[src/rtl/imul_pkg.sv]
package imul_pkg;

    typedef enum logic [1:0] {
        OP_LO    = 2'b00,
        OP_HI_SS = 2'b01,
        OP_HI_SU = 2'b10,
        OP_HI_UU = 2'b11
    } mul_op_e;

    typedef enum logic [1:0] {
        ST_IDLE,
        ST_CALC,
        ST_FIN
    } mul_state_e;

    // First operand is read as signed for the signed and mixed high forms.
    function automatic logic first_is_signed(input mul_op_e op);
        return (op == OP_HI_SS) || (op == OP_HI_SU);
    endfunction

    // Second operand is read as signed only for the fully signed high form.
    function automatic logic second_is_signed(input mul_op_e op);
        return (op == OP_HI_SS);
    endfunction

endpackage

[src/rtl/imul_operand_prep.sv]
module imul_operand_prep #(
    parameter int W = 32
) (
    input  logic [W-1:0] value,
    input  logic         treat_signed,
    output logic [W-1:0] magnitude,
    output logic         negative
);

    always_comb begin
        negative = treat_signed && value[W-1];
        // The most negative value negates onto itself, which is the right
        // unsigned magnitude 2^(W-1).
        if (negative) begin
            magnitude = (~value) + W'(1);
        end else begin
            magnitude = value;
        end
    end

endmodule

[src/rtl/imul_step_core.sv]
module imul_step_core #(
    parameter int W = 32,
    parameter int D = 4
) (
    input  logic           clk,
    input  logic           load,
    input  logic           step,
    input  logic [W-1:0]   mcand,
    input  logic [W-1:0]   mplier,
    output logic [2*W-1:0] product
);

    localparam int PW = W + D;

    logic [W-1:0]   mcand_q;
    logic [2*W-1:0] prod_q;
    logic [D-1:0]   digit;
    logic [PW-1:0]  terms [D];
    logic [PW-1:0]  pp;
    logic [PW-1:0]  upper_sum;
    logic [2*W-1:0] prod_next;

    assign digit = prod_q[D-1:0];

    genvar gi;
    generate
        for (gi = 0; gi < D; gi++) begin : g_term
            assign terms[gi] = digit[gi] ? (PW'(mcand_q) << gi) : '0;
        end
    endgenerate

    always_comb begin
        pp = '0;
        for (int i = 0; i < D; i++) begin
            pp = pp + terms[i];
        end
    end

    // The upper half plus one digit's partial product fits in W+D bits.
    assign upper_sum = PW'(prod_q[2*W-1:W]) + pp;
    assign prod_next = {upper_sum, prod_q[W-1:D]};

    always_ff @(posedge clk) begin
        if (load) begin
            mcand_q <= mcand;
            prod_q  <= {{W{1'b0}}, mplier};
        end else if (step) begin
            prod_q  <= prod_next;
        end
    end

    assign product = prod_q;

endmodule

[src/rtl/imul_result_sel.sv]
module imul_result_sel
    import imul_pkg::*;
#(
    parameter int W = 32
) (
    input  logic [2*W-1:0] magnitude_product,
    input  logic           negate,
    input  mul_op_e        op,
    output logic [W-1:0]   result
);

    logic [2*W-1:0] signed_product;

    always_comb begin
        if (negate) begin
            signed_product = (~magnitude_product) + (2*W)'(1);
        end else begin
            signed_product = magnitude_product;
        end
        unique case (op)
            OP_LO:                       result = signed_product[W-1:0];
            OP_HI_SS, OP_HI_SU, OP_HI_UU: result = signed_product[2*W-1:W];
            default:                     result = signed_product[W-1:0];
        endcase
    end

endmodule

[src/rtl/imul32_unit.sv]
module imul32_unit
    import imul_pkg::*;
#(
    parameter int XLEN  = 32,
    parameter int DIGIT = 4
) (
    input  logic            clk,
    input  logic            rst,
    input  logic            in_valid,
    output logic            in_ready,
    input  logic [1:0]      in_op,
    input  logic [XLEN-1:0] in_a,
    input  logic [XLEN-1:0] in_b,
    output logic            out_valid,
    input  logic            out_ready,
    output logic [XLEN-1:0] out_result
);

    localparam int STEPS = XLEN / DIGIT;
    localparam int CW    = $clog2(STEPS + 1);

    mul_state_e      state_q, state_d;
    mul_op_e         op_q;
    logic            neg_q;
    logic [CW-1:0]   cnt_q;

    logic            accept;
    logic            last_step;
    logic            do_step;
    logic [XLEN-1:0] mag_a, mag_b;
    logic            neg_a, neg_b;
    logic [2*XLEN-1:0] prod;

    assign accept    = (state_q == ST_IDLE) && in_valid;
    assign last_step = (cnt_q == CW'(STEPS - 1));
    assign do_step   = (state_q == ST_CALC);

    imul_operand_prep #(.W(XLEN)) u_prep_a (
        .value        (in_a),
        .treat_signed (first_is_signed(mul_op_e'(in_op))),
        .magnitude    (mag_a),
        .negative     (neg_a)
    );

    imul_operand_prep #(.W(XLEN)) u_prep_b (
        .value        (in_b),
        .treat_signed (second_is_signed(mul_op_e'(in_op))),
        .magnitude    (mag_b),
        .negative     (neg_b)
    );

    imul_step_core #(.W(XLEN), .D(DIGIT)) u_core (
        .clk     (clk),
        .load    (accept),
        .step    (do_step),
        .mcand   (mag_a),
        .mplier  (mag_b),
        .product (prod)
    );

    imul_result_sel #(.W(XLEN)) u_sel (
        .magnitude_product (prod),
        .negate            (neg_q),
        .op                (op_q),
        .result            (out_result)
    );

    // State register
    always_ff @(posedge clk) begin
        if (rst) begin
            state_q <= ST_IDLE;
        end else begin
            state_q <= state_d;
        end
    end

    // Transitions: accept, step, last step, stall, deliver
    always_comb begin
        state_d = state_q;
        unique case (state_q)
            ST_IDLE: if (in_valid)  state_d = ST_CALC;
            ST_CALC: if (last_step) state_d = ST_FIN;
            ST_FIN:  if (out_ready) state_d = ST_IDLE;
            default:                state_d = ST_IDLE;
        endcase
    end

    // Captured operation attributes and step counter
    always_ff @(posedge clk) begin
        if (rst) begin
            op_q  <= OP_LO;
            neg_q <= 1'b0;
            cnt_q <= '0;
        end else if (accept) begin
            op_q  <= mul_op_e'(in_op);
            neg_q <= neg_a ^ neg_b;
            cnt_q <= '0;
        end else if (do_step) begin
            cnt_q <= cnt_q + CW'(1);
        end
    end

    // Outputs
    always_comb begin
        in_ready  = 1'b0;
        out_valid = 1'b0;
        unique case (state_q)
            ST_IDLE: in_ready  = 1'b1;
            ST_CALC: ;
            ST_FIN:  out_valid = 1'b1;
            default: ;
        endcase
    end

endmodule

[config.mk]
export PLATFORM = sky130hd
export DESIGN_NAME = imul32_unit
export DESIGN_NICKNAME = d
export VERILOG_FILES = /design/src/rtl/imul_pkg.sv /design/src/rtl/imul_operand_prep.sv /design/src/rtl/imul_step_core.sv /design/src/rtl/imul_result_sel.sv /design/src/rtl/imul32_unit.sv
export SDC_FILE = /design/constraint.sdc
export NUM_CORES = 1
export LEC_CHECK = 0
export CAP_MARGIN = 10
export CORE_ASPECT_RATIO = 1.75
export CORE_MARGIN = 2
export CORE_UTILIZATION = 40
export CTS_CLUSTER_SIZE = 10
export DETAILED_ROUTE_END_ITERATION = 10
export HOLD_SLACK_MARGIN = 0.02
export PLACE_DENSITY_LB_ADDON = 0.2
export SLEW_MARGIN = 25
export SYNTH_ARGS = -nofsm -noshare
export SYNTH_HDL_FRONTEND = slang
export SYNTH_SLANG_ARGS = --single-unit
[constraint.sdc]
create_clock -name clk -period 9.15 [get_ports clk]
set_clock_uncertainty 0.05 [all_clocks]
set_input_delay 1.83 -clock clk [delete_from_list [all_inputs] [get_ports clk]]
set_output_delay 1.83 -clock clk [all_outputs]
set_load 0.05 [all_outputs]
==> metrics.md <==
| Metric | Value |
|---|---|
| Number of flops mapped to enable cells by yosys | `64` |
| Initial Util | `40.3%` |
| Vias per cell | `5.42` |
| Drt wl/cell | `19.9 um` |
| Hold Buf Count CTS | `0` |
| Post-synth cell types | `59` |
| Cell count after synthesis | `1432` |
| Setup Viol. Count Final | `0` |
| Setup TNS Final | `0 ps` |
| Outcome | `completed` |
| Worst R2R End | `u_core.product[55]$_SDFFE_PP0P_` |
| Final hold violations | `0` |
| Rel. slew slack | `34.4%` |
| Floorplan core area | `0.0292 mm^2` |
| Remaining antenna violation count | `0` |
| DRC viols | `0` |
| Final Instance Area | `0.0135 mm^2` |
| Overall Global Routing Usage | `25.0%` |
| FMAX | `0.148 GHz` |
| Worst Path Arrival | `4860 ps` |
| Critical path's slowest cell | `clkdlybuf4s50_1` |
| CP Cell Sequence | `buf_4 > inv_1 > ha_1 > or4b_1 > or3_1 > or4_4 > or3_4 > or2_4 > o31ai_4 > xnor2_1 > mux2i_1 > clkdlybuf4s50_1` |
| Largest net degree at the start of global routing | `71` |
| Hold EP | `u_core.product[56]$_SDFFE_PP0P_` |
| Slew Viols, Final | `0` |
| Clock period minus worst slack | `6740 ps` |
| Layout Area Growth over Synthesis | `14.6%` |
| Required time of the critical path | `7270 ps` |
| Fraction of registers with async set/reset | `0%` |
| Power Density | `296 mW/mm^2` |
| Max Cap Violations | `0` |
| Height of the chip | `231 um` |
| Pre-antenna DRT Iters | `5` |
| Synth Net Count | `1640` |
| Main synth FF type | `edfxtp_1` |
| Slew @ Worst Pin | `974 ps` |
| Synth Area per Inst | `8.22 um^2` |
| Clk Latency, worst-skew pair | `400 ps` |
| # fillers | `2902` |
| Reg2Reg Depth | `19` |
| RSZ-0062 raised after global routing | `false` |
| Root Buffer Master | `clkbuf_16` |
| Peak supply drop | `0.130 mV` |
| Worst R2R Start | `u_core.product[3]$_DFFE_PP_` |
| GP Congestion | `1.04` |
| Worst hold path type | `flop to flop` |
| CTS tree | `yes` |
| Min-Delay Path Depth | `2` |
| Tot Pwr | `3.99 mW` |
| GR Overflow Total | `0` |
| CTS Buffer Depth | `2` |
| Wirelength, routed | `37.5 mm` |
| Pleak | `5.47 nW` |
| Post-CTS setup buffers | `0` |
| Die width | `134 um` |
| Most common cell after layout, fill and taps aside | `nand2_1` |
| First-pass GRT wire length | `58.2 mm` |
| Io pins | `104` |
| Starting DRT DRC Count | `667` |
| Worst-path clk slew | `80 ps` |
| Crit share post-route | `73.6%` |
| Layout cells sized above 1 | `3.33%` |
| CTS sink cnt | `105` |
| CTS resizes | `0` |
| Layout net count | `1706` |
| Post-synthesis register bit count | `105` |
| Yosys warns | `0` |
| Crit-path max cell delay | `820 ps` |
| Total die area | `0.0309 mm^2` |
| Dpl cell area | `0.0132 mm^2` |
| Initial antenna violation count | `0` |
| Antenna cells | `0` |
| HPWL after DPL | `30.6 mm` |
| Vias in the first global route | `10700` |
| R2r setup slk | `3890 ps` |
| Critical path fanouts, max | `36` |
| Worst Setup End Kind | `primary output` |
| Row count | `83` |
| Register area share after synthesis | `23.3%` |
| Worst Hold Launch | `u_core.product[56]$_SDFFE_PP0P_` |
| H-Tree Depth | `3` |
| Area of the mapped netlist | `0.0118 mm^2` |
| CP Launch Type | `flop` |
| DR vias | `10200` |
| Leading cell types in the layout, fill and taps excluded | `164 x nand2_1, 161 x inv_1, 123 x and2_1` |
| CP Class | `flop to primary output` |
| IO buf count | `103` |
| CTS Buf Count | `9` |
-- through the flow --
stage	std cells	util (%)	setup WS, ps	hold slack, ps
4_1_cts	1885	46.2	2350	415
3_5_place_dp	1869	45.1	2790	403
5_1_grt	1885	46.2	2230	443
6_report	1885	46.2	2410	413
3_3_place_gp	1869	45.1	2840	393
2_1_floorplan	1432	-	3020	385
-- worst max path at each step --
stage / to / cells past startpoint / startpoint
after global placement: out_result[22] / 12 / u_core.product[1]$_DFFE_PP_
after global routing: out_result[22] / 12 / u_core.product[1]$_DFFE_PP_
after CTS: out_result[22] / 12 / u_core.product[1]$_DFFE_PP_
after floorplan: out_result[22] / 12 / u_core.product[1]$_DFFE_PP_
final: out_result[30] / 12 / u_core.product[1]$_DFFE_PP_
after detailed placement: out_result[22] / 12 / u_core.product[1]$_DFFE_PP_
-- sequential cells by signal, indices dropped and copies added (netlist names) --
signal,cells
u_core.product,64
cnt_q,4
u_core.mcand_q,32
op_q,2
state_q,2
neg_q,1
-- worst max-delay path, delay by kind of cell (launching register included) --
family	cells	cell delay [ps]
multiplexers	1	180
buffers and inverters	3	1160
XOR/XNOR	1	150
adder cells (fa/ha/maj)	1	170
AND/OR/NAND/NOR	5	2280
AO/OA/AOI/OAI	1	170
flip-flops	1	360
-- cells in the mapped netlist (4+ instances only) --
master    instances  share of area [%]
o21ai_0         104                4.4
xnor2_1          82                6.1
o31ai_1          27                1.7
fa_1             93                 16
nand2_1         165                5.3
nor4_1           13               0.69
xor2_1           55                4.1
o211ai_1          5               0.32
buf_1             7               0.22
nor2b_1           9               0.48
ha_1             45                4.8
nand4_1          12               0.64
and2_1          123                6.5
clkbuf_1         55                1.8
o22ai_1          10               0.53
a31oi_1           6               0.32
a21o_1           18                1.1
edfxtp_1         64                 16
mux2i_1           8               0.68
a21oi_1          99                4.2
or2_2             7               0.37
nand3b_1          4               0.26
inv_1           161                5.1
or4_1            12               0.77
nor3_1           25                1.1
or3_1            11               0.58
nor2_1           69                2.2
o21a_1            4               0.26
nand2b_1         13               0.69
nand3_1          18               0.77
dfxtp_1          41                7.0
a211oi_1          8               0.51
o41ai_1          19                1.4
o21bai_1          5               0.32
-- final cells by class --
type	count	area (um^2)	share of cell area (%)
multi-input cells	1101	8190	60.7
repair buffers	119	1150	8.54
clock inverters	7	93.8	0.696
flip-flops and latches	105	2740	20.3
well taps	382	478	3.54
inverters	162	608	4.51
clock buffers	9	225	1.67
-- routing by layer --
layer | routed length, um | GRT usage (%)
met4 | 3040 | 18.5
met2 | 19900 | 47.0
met1 | 13300 | 24.6
met3 | 1150 | 3.27
met5 | 0 | 0
-- power breakdown --
part           internal, mW  switching [mW]
clock network         0.221           0.218
logic                  1.06            1.77
registers             0.612           0.121
-- cell families (layout without fill, tap and decap cells) --
kind of cell | count (synthesis) | after routing | share of synthesized area [%]
xor+xnor | 137 | 137 | 10.2
fa+ha+maj | 138 | 138 | 20.6
compound gates | 323 | 323 | 16.6
mux | 8 | 8 | 0.681
flops | 105 | 105 | 23.3
simple gates | 495 | 495 | 21.4
buf+inv | 226 | 297 | 7.23
(Power assumes the default switching activity.)
